<file path="config.mk">
export PLATFORM = sky130hd
export DESIGN_NAME = eeprom_page_ctl
export DESIGN_NICKNAME = d
export VERILOG_FILES = /design/src/rtl/eeprom_ctl_pkg.sv /design/src/rtl/eeprom_ctl_fsm.sv /design/src/rtl/eeprom_ctl_datapath.sv /design/src/rtl/eeprom_page_ctl.sv
export SDC_FILE = /design/constraint.sdc
export NUM_CORES = 1
export LEC_CHECK = 0
export CAP_MARGIN = 5
export CORE_UTILIZATION = 55
export CTS_CLUSTER_SIZE = 10
export DETAILED_ROUTE_END_ITERATION = 7
export GPL_ROUTABILITY_DRIVEN = 0
export GPL_TIMING_DRIVEN = 0
export PLACE_DENSITY = 0.81
export SLEW_MARGIN = 10
export SYNTH_ARGS = -nofsm -noshare
export SYNTH_HDL_FRONTEND = slang
export SYNTH_SLANG_ARGS = --single-unit
</file>
<file path="constraint.sdc">
create_clock -name clk -period 2.71 [get_ports clk]
set_clock_uncertainty 0.15 [all_clocks]
set_input_delay 0.271 -clock clk [delete_from_list [all_inputs] [get_ports clk]]
set_output_delay 0.271 -clock clk [all_outputs]
set_load 0.01 [all_outputs]
</file>
<file path="src/rtl/eeprom_ctl_pkg.sv">
package eeprom_ctl_pkg;

  typedef enum logic [3:0] {
    S_PWRUP, S_IDLE, S_WSET, S_WSTB, S_WHLD, S_WGAP, S_PRD, S_PCMP, S_RRD
  } ctlState_t;

  // Strobes sent from the control FSM to the datapath
  typedef struct packed {
    logic ceN;
    logic oeN;
    logic weN;
    logic driveEn;
    logic latchReq;
    logic nextByte;
    logic sampleRd;
    logic setRef;
  } ctlStrobes_t;

endpackage

</file>
<file path="src/rtl/eeprom_ctl_fsm.sv">
module eeprom_ctl_fsm
  import eeprom_ctl_pkg::*;
#(
  parameter int RD_HOLD   = 12,
  parameter int WR_PULSE  = 20,
  parameter int GAP_CYC   = 4,
  parameter int PWRUP_CYC = 1000000,
  parameter int MAX_POLLS = 100000
) (
  input  logic        clk,
  input  logic        rstN,
  input  logic        startWr,
  input  logic        startRd,
  input  logic        lastByte,
  input  logic        bit6Changed,
  output ctlStrobes_t strb,
  output logic        busy,
  output logic        done,
  output logic        errFlag
);

  localparam int T_A    = (RD_HOLD > WR_PULSE) ? RD_HOLD : WR_PULSE;
  localparam int T_B    = (GAP_CYC > T_A) ? GAP_CYC : T_A;
  localparam int T_MAX  = (PWRUP_CYC > T_B) ? PWRUP_CYC : T_B;
  localparam int CNT_W  = $clog2(T_MAX + 1);
  localparam int POLL_W = $clog2(MAX_POLLS + 1);

  ctlState_t          state, nxt;
  logic [CNT_W-1:0]   waitCnt;
  logic [POLL_W-1:0]  pollCnt;
  logic               firstPoll;
  logic               finOk, finErr;
  logic               tPwr, tStb, tGap, tRd, pollLimit;

  assign tPwr      = (waitCnt == CNT_W'(PWRUP_CYC - 1));
  assign tStb      = (waitCnt == CNT_W'(WR_PULSE - 1));
  assign tGap      = (waitCnt == CNT_W'(GAP_CYC - 1));
  assign tRd       = (waitCnt == CNT_W'(RD_HOLD - 1));
  assign pollLimit = (pollCnt == POLL_W'(MAX_POLLS - 1));
  assign busy      = (state != S_IDLE);

  always_comb begin
    nxt    = state;
    strb   = '{ceN: 1'b1, oeN: 1'b1, weN: 1'b1, default: 1'b0};
    finOk  = 1'b0;
    finErr = 1'b0;
    case (state)
      S_PWRUP: if (tPwr) nxt = S_IDLE;
      S_IDLE: begin
        if (startWr) begin
          strb.latchReq = 1'b1;
          nxt = S_WSET;
        end else if (startRd) begin
          strb.latchReq = 1'b1;
          nxt = S_RRD;
        end
      end
      S_WSET: begin
        strb.ceN = 1'b0;
        strb.driveEn = 1'b1;
        nxt = S_WSTB;
      end
      S_WSTB: begin
        strb.ceN = 1'b0;
        strb.weN = 1'b0;
        strb.driveEn = 1'b1;
        if (tStb) nxt = S_WHLD;
      end
      S_WHLD: begin
        strb.ceN = 1'b0;
        strb.driveEn = 1'b1;
        if (lastByte) nxt = S_PRD;
        else begin
          strb.nextByte = 1'b1;
          nxt = S_WGAP;
        end
      end
      S_WGAP: if (tGap) nxt = S_WSET;
      S_PRD: begin
        strb.ceN = 1'b0;
        strb.oeN = 1'b0;
        if (tRd) begin
          strb.sampleRd = 1'b1;
          nxt = S_PCMP;
        end
      end
      S_PCMP: begin
        if (firstPoll) begin
          strb.setRef = 1'b1;
          nxt = S_PRD;
        end else if (!bit6Changed) begin
          finOk = 1'b1;
          nxt = S_IDLE;
        end else if (pollLimit) begin
          finErr = 1'b1;
          nxt = S_IDLE;
        end else begin
          strb.setRef = 1'b1;
          nxt = S_PRD;
        end
      end
      S_RRD: begin
        strb.ceN = 1'b0;
        strb.oeN = 1'b0;
        if (tRd) begin
          strb.sampleRd = 1'b1;
          finOk = 1'b1;
          nxt = S_IDLE;
        end
      end
      default: nxt = S_IDLE;
    endcase
  end

  always_ff @(posedge clk) begin
    if (!rstN) begin
      state     <= S_PWRUP;
      waitCnt   <= '0;
      pollCnt   <= '0;
      firstPoll <= 1'b0;
      done      <= 1'b0;
      errFlag   <= 1'b0;
    end else begin
      state <= nxt;
      if (nxt != state || state == S_IDLE) waitCnt <= '0;
      else waitCnt <= waitCnt + 1'b1;
      done <= finOk | finErr;
      if (strb.latchReq) begin
        pollCnt   <= '0;
        firstPoll <= 1'b1;
        errFlag   <= 1'b0;
      end else if (state == S_PCMP) begin
        firstPoll <= 1'b0;
        if (!firstPoll && bit6Changed && !pollLimit) pollCnt <= pollCnt + 1'b1;
      end
      if (finErr) errFlag <= 1'b1;
    end
  end

endmodule

</file>
<file path="src/rtl/eeprom_ctl_datapath.sv">
module eeprom_ctl_datapath
  import eeprom_ctl_pkg::*;
#(
  parameter int ADDR_W  = 13,
  parameter int DATA_W  = 8,
  parameter int PAGE_W  = 6,
  parameter int TOG_BIT = 6
) (
  input  logic              clk,
  input  logic              rstN,
  input  ctlStrobes_t       strb,
  input  logic              busy,
  input  logic [ADDR_W-1:0] pageAddr,
  input  logic [PAGE_W-1:0] byteCount,
  input  logic              bufWe,
  input  logic [PAGE_W-1:0] bufAddr,
  input  logic [DATA_W-1:0] bufData,
  input  logic [DATA_W-1:0] memDin,
  output logic              memCeN,
  output logic              memOeN,
  output logic              memWeN,
  output logic [ADDR_W-1:0] memAddr,
  output logic [DATA_W-1:0] memDout,
  output logic              memDoutEn,
  output logic [DATA_W-1:0] rdData,
  output logic              lastByte,
  output logic              bit6Changed
);

  localparam int PAGE_BYTES = 1 << PAGE_W;

  logic [DATA_W-1:0] bufMem [PAGE_BYTES];
  logic [ADDR_W-1:0] addrReg;
  logic [PAGE_W-1:0] cntReg;
  logic [PAGE_W-1:0] idx;
  logic [DATA_W-1:0] rdReg;
  logic              refBit;

  always_ff @(posedge clk) begin
    if (bufWe && !busy) bufMem[bufAddr] <= bufData;
  end

  always_ff @(posedge clk) begin
    if (!rstN) begin
      addrReg <= '0;
      cntReg  <= '0;
      idx     <= '0;
      rdReg   <= '0;
      refBit  <= 1'b0;
    end else begin
      if (strb.latchReq) begin
        addrReg <= pageAddr;
        cntReg  <= byteCount;
        idx     <= '0;
      end else if (strb.nextByte) begin
        idx <= idx + 1'b1;
      end
      if (strb.sampleRd) rdReg <= memDin;
      if (strb.setRef) refBit <= rdReg[TOG_BIT];
    end
  end

  assign memCeN      = strb.ceN;
  assign memOeN      = strb.oeN;
  assign memWeN      = strb.weN;
  assign memDoutEn   = strb.driveEn;
  assign memAddr     = {addrReg[ADDR_W-1:PAGE_W], addrReg[PAGE_W-1:0] + idx};
  assign memDout     = bufMem[idx];
  assign rdData      = rdReg;
  assign lastByte    = (idx == cntReg - 1'b1);
  assign bit6Changed = (rdReg[TOG_BIT] != refBit);

endmodule

</file>
<file path="src/rtl/eeprom_page_ctl.sv">
module eeprom_page_ctl
  import eeprom_ctl_pkg::*;
#(
  parameter int ADDR_W    = 13,
  parameter int DATA_W    = 8,
  parameter int PAGE_W    = 6,
  parameter int TOG_BIT   = 6,
  parameter int RD_HOLD   = 12,
  parameter int WR_PULSE  = 20,
  parameter int GAP_CYC   = 4,
  parameter int PWRUP_CYC = 1000000,
  parameter int MAX_POLLS = 100000
) (
  input  logic              clk,
  input  logic              rstN,
  input  logic              startWr,
  input  logic              startRd,
  input  logic [ADDR_W-1:0] pageAddr,
  input  logic [PAGE_W-1:0] byteCount,
  input  logic              bufWe,
  input  logic [PAGE_W-1:0] bufAddr,
  input  logic [DATA_W-1:0] bufData,
  output logic              busy,
  output logic              done,
  output logic              errFlag,
  output logic [DATA_W-1:0] rdData,
  output logic              memCeN,
  output logic              memOeN,
  output logic              memWeN,
  output logic [ADDR_W-1:0] memAddr,
  output logic [DATA_W-1:0] memDout,
  output logic              memDoutEn,
  input  logic [DATA_W-1:0] memDin
);

  ctlStrobes_t strb;
  logic        lastByte;
  logic        bit6Changed;

  eeprom_ctl_fsm #(
    .RD_HOLD(RD_HOLD), .WR_PULSE(WR_PULSE), .GAP_CYC(GAP_CYC),
    .PWRUP_CYC(PWRUP_CYC), .MAX_POLLS(MAX_POLLS)
  ) fsm_i (
    .clk(clk), .rstN(rstN), .startWr(startWr), .startRd(startRd),
    .lastByte(lastByte), .bit6Changed(bit6Changed), .strb(strb),
    .busy(busy), .done(done), .errFlag(errFlag)
  );

  eeprom_ctl_datapath #(
    .ADDR_W(ADDR_W), .DATA_W(DATA_W), .PAGE_W(PAGE_W), .TOG_BIT(TOG_BIT)
  ) dp_i (
    .clk(clk), .rstN(rstN), .strb(strb), .busy(busy),
    .pageAddr(pageAddr), .byteCount(byteCount),
    .bufWe(bufWe), .bufAddr(bufAddr), .bufData(bufData), .memDin(memDin),
    .memCeN(memCeN), .memOeN(memOeN), .memWeN(memWeN), .memAddr(memAddr),
    .memDout(memDout), .memDoutEn(memDoutEn), .rdData(rdData),
    .lastByte(lastByte), .bit6Changed(bit6Changed)
  );

endmodule

</file>
==> results.txt <==
----------------------------------------------------
[STA]
  Worst Setup Slack, final ... -0.785 ns
  Final hold violations ... 0
  Final Max Slew Viols ... 0
  Final TNS setup ... -5.60 ns
  Worst hold-check slack ... 0.0784 ns
  Worst slew margin relative to its limit ... 32.5%
  RSZ-0062 raised after global routing ... yes
  Post-route clock period utilization ... 129%
  Slew at the pin closest to its max-slew limit ... 1.01 ns
  Fin crit period ... 3.49 ns
  Final count of negative-setup-slack endpoints ... 8
  Highest attainable clock frequency ... 286 MHz

[Synth]
  Number of distinct standard cells referenced by the synthesized netlist ... 59
  Most frequently used flop master after synthesis ... sky130_fd_sc_hd__edfxtp_1
  Synth top area cells ... sky130_fd_sc_hd__edfxtp_1 (64%), sky130_fd_sc_hd__mux4_2 (15%), sky130_fd_sc_hd__dfxtp_1 (7.0%), sky130_fd_sc_hd__nor2_1 (1.8%), sky130_fd_sc_hd__nand2_1 (1.2%)
  Mean post-synth cell area ... 18.4 sq um
  Async S/R FF share, synth ... 0%
  Most area-hungry cell type in the Yosys netlist ... sky130_fd_sc_hd__edfxtp_1
  Post-Synthesis Net Count ... 1,364
  Number of enable-type register cells in the synthesized netlist ... 512
  Cell area after technology mapping ... 0.0240 sq mm
  Number of synthesized register bits ... 596
  Area share of the largest cell type after synthesis ... 64.0%
  Warnings from Yosys ... 0
  Gate count after technology mapping ... 1,308
  Sequential element share of the synthesized area ... 71.0%

[Die]
  Initial standard-cell utilization of the core ... 55.7%
  Std-Cell Core Area ... 0.0431 sq mm
  Number of placement rows ... 76
  Chip height ... 211 um
  Die extent in x ... 211 um
  Die Outline Area ... 0.0445 sq mm
  Number of placed I/O pins ... 82

[Setup path]
  Critical Path Sink Type ... output port
  Reg-to-Reg End ... fsm_i.waitCnt[15]
  WP data required ... 2.29 ns
  Number of cells traversed by the worst register-to-register path ... 10
  Arrival time of data at the critical path endpoint ... 3.07 ns
  R2R setup slack ... 0.06 ns
  CP Class ... reg2out
  Startpoint Class ... register
  Crit Path Max Fanout ... 5
  Critical R2R Launch ... dp_i.cntReg[1]

[Layout]
  Number of nets in the layout ... 1,586
  Number of antenna cells inserted ... 0
  Fraction of the core area covered by cells at the end of the flow ... 68.0%
  Fraction of layout instances using a drive strength above 1 ... 33.9%
  Final Instance Area ... 0.0293 sq mm
  Most common cell after layout, fill and taps aside ... sky130_fd_sc_hd__edfxtp_1
  Final Instance Count excl. Fillers ... 2,134
  Area overhead of the layout relative to synthesis ... 21.9%
  Top library cells by usage in the layout, fill and taps aside ... sky130_fd_sc_hd__edfxtp_1 (512), sky130_fd_sc_hd__mux4_2 (160), sky130_fd_sc_hd__clkbuf_16 (78)

[Power and ir drop]
  Sw frac ... 23.1%
  Leakage component of the power ... 9.07 nW
  Logic pwr share ... 8.7%
  Part of the total power dissipated in the clock network ... 41.5%
  VDD IR-drop max ... 569 uV
  Switching power summed over all nets ... 0.00471 W
  Flop pwr share ... 49.7%
  Power Density ... 697 mW/mm^2
  Total internal power ... 0.0157 W

[Detailed routing]
  Number of remaining DRC errors ... 0
  Routed metal-1 wirelength ... 22.6 mm
  Met2 WL ... 32.2 mm
  Routed len/inst ... 30.4 um
  Final antenna-violating net count ... 0
  Total length of routed met3 wires ... 6.75 mm
  Top metal layer carrying routed signals ... met5
  Via count ... 14,200
  Routed wire length ... 64.9 mm
  Router iterations before antenna repair ... 5
  Starting DRC count in detailed routing ... 1,962
  Vias/cell ... 6.64

[Global routing]
  Largest net degree at the start of global routing ... 45
  Antenna violations before repair ... 1
  Tot GR Track Use ... 29.3%
  First-pass GRT wire length ... 93.2 mm
  Residual overflow from global routing ... 0
  Vias in the first global route ... 14,200

[Clock tree]
  Count of H-tree levels built during CTS ... 3
  CTS Root Cell ... sky130_fd_sc_hd__clkbuf_16
  Clock tree from TritonCTS ... done
  Cts bufs inserted ... 70
  Total number of clock tree sinks ... 596
  Clock-pin slew reported for the worst setup and hold paths after clock tree synthesis ... 0.05 ns
  Worst-skew pair later-pin latency ... 0.58 ns
  Maximum clock path buffer count ... 3

[Status]
  Violated checks ... negative setup slack
  Run status ... finished, violations left

[Place]
  Post-DP Area ... 0.0256 sq mm
  HPWL after DPL ... 35.4 mm
  PortBufs ... 75
  Cell total after placement ... 1,976

[Min path]
  Path category of the worst min-delay check ... in2reg
  Startpoint of the most critical hold path ... bufData[0]
  Worst hold endpoint ... dp_i.bufMem[0][0]
  Hold path cells ... 1

[Job]
  Reported max-cap violation count ... 0

----------------------------------------------------
[cells in the mapped netlist (3+ instances only)]
master                     count
sky130_fd_sc_hd__or3_1         4
sky130_fd_sc_hd__a21boi_1     11
sky130_fd_sc_hd__nor2b_1      16
sky130_fd_sc_hd__nand2_1      75
sky130_fd_sc_hd__buf_1         9
sky130_fd_sc_hd__mux4_2      160
sky130_fd_sc_hd__nand3b_1     10
sky130_fd_sc_hd__a21boi_0     11
sky130_fd_sc_hd__xor2_1       26
sky130_fd_sc_hd__xnor2_1      25
sky130_fd_sc_hd__buf_2        16
sky130_fd_sc_hd__inv_1        17
sky130_fd_sc_hd__o21ai_0       5
sky130_fd_sc_hd__nand4_1      10
sky130_fd_sc_hd__nor4_2        5
sky130_fd_sc_hd__o31ai_1       3
sky130_fd_sc_hd__and3_1       10
sky130_fd_sc_hd__a22oi_1      19
sky130_fd_sc_hd__nor2_1      118
sky130_fd_sc_hd__dfxtp_1      84
sky130_fd_sc_hd__o21a_1        3
sky130_fd_sc_hd__nand3_1      18
sky130_fd_sc_hd__nor4_1        4
sky130_fd_sc_hd__a211oi_2     19
sky130_fd_sc_hd__clkbuf_1     34
sky130_fd_sc_hd__a21oi_1      12
sky130_fd_sc_hd__edfxtp_1    512
sky130_fd_sc_hd__ha_1          9
sky130_fd_sc_hd__and2_1        3
sky130_fd_sc_hd__mux2i_1      10
sky130_fd_sc_hd__buf_4        11
[registers in the layout, summed over array words and instances, names as in the netlist, named ones only]
name and count:
dp_i.bufMem 512, fsm_i.waitCnt 20, fsm_i.pollCnt 17, dp_i.addrReg 13, dp_i.rdData 8, dp_i.cntReg 6
dp_i.idx 6, fsm_i.state 4, dp_i.refBit 1, fsm_i.done 1, fsm_i.errFlag 1, fsm_i.firstPoll 1
[per-layer routing]
layer | track usage [%] | vias up
met2 | 47.4 | 1129
met4 | 14.7 | 2
met1 | 37.8 | 7173
met5 | 0 | -
li1 | - | 5642
met3 | 6.32 | 221
[kinds of logic after synthesis]
group | share of synthesized area, %
flip-flops | 71.0
AND/OR/NAND/NOR | 6.17
multiplexers | 15.4
AO/OA/AOI/OAI | 3.24
buffers and inverters | 1.71
XOR/XNOR | 1.86
adder cells (fa/ha/maj) | 0.552
[worst max-delay path, stage by stage, from the launching register on]
cell and delay (ns):
sky130_fd_sc_hd__dfxtp_4 0.42, sky130_fd_sc_hd__buf_12 0.16, sky130_fd_sc_hd__buf_12 0.13, sky130_fd_sc_hd__buf_6 0.09
sky130_fd_sc_hd__mux4_2 0.55, sky130_fd_sc_hd__mux4_2 0.58, sky130_fd_sc_hd__a22oi_2 0.26, sky130_fd_sc_hd__nand2_1 0.14
sky130_fd_sc_hd__buf_2 0.17
[how the worst max path moves through the flow]
stage                   from          to  slack, ns  cells after the start
CTS                 register  memDout[2]      -0.76                      9
global placement    register  memDout[2]      -1.10                      7
detailed placement  register  memDout[2]      -1.11                      7
floorplan           register  memDout[6]       0.05                      6
finish              register  memDout[2]      -0.78                      8
global route        register  memDout[2]      -0.79                      9
[cell type report]
type | count | area [sq um]
clock buffers | 86 | 1860
well taps | 585 | 732
repair buffers | 151 | 1630
inverters | 18 | 67.6
clock inverters | 5 | 83.8
fillers | 2540 | 13800
flip-flops and latches | 596 | 17100
multi-input cells | 623 | 7140
plain buffers | 70 | 676
[power groups by stage]
stage	clock network, W	logic [W]	registers (W)
4_1_cts	0.00838	0.00148	0.0101
5_1_grt	0.00881	0.00189	0.0102
2_1_floorplan	0	0.000864	0.0103
3_3_place_gp	0	0.00133	0.0103
3_5_place_dp	0	0.00139	0.0103
6_report	0.00847	0.00178	0.0101
[through the flow]
stage	total power (W)	setup slack (ns)
after floorplan	0.0112	0.0493
after CTS	0.0200	-0.758
after detailed placement	0.0117	-1.11
after global routing	0.0209	-0.790
after global placement	0.0117	-1.10
final	0.0204	-0.785
[repair_timing]
item | CTS | global route
hold buffers | 3 | 0
resized for setup | 275 | 74
setup buffers | 31 | 26
endpoints found under the setup margin | 570 | 230
hold endpoints to repair | 43 | 0
gates cloned | 5 | 6
pin swaps | 28 | 21
(Power assumes the default switching activity.)
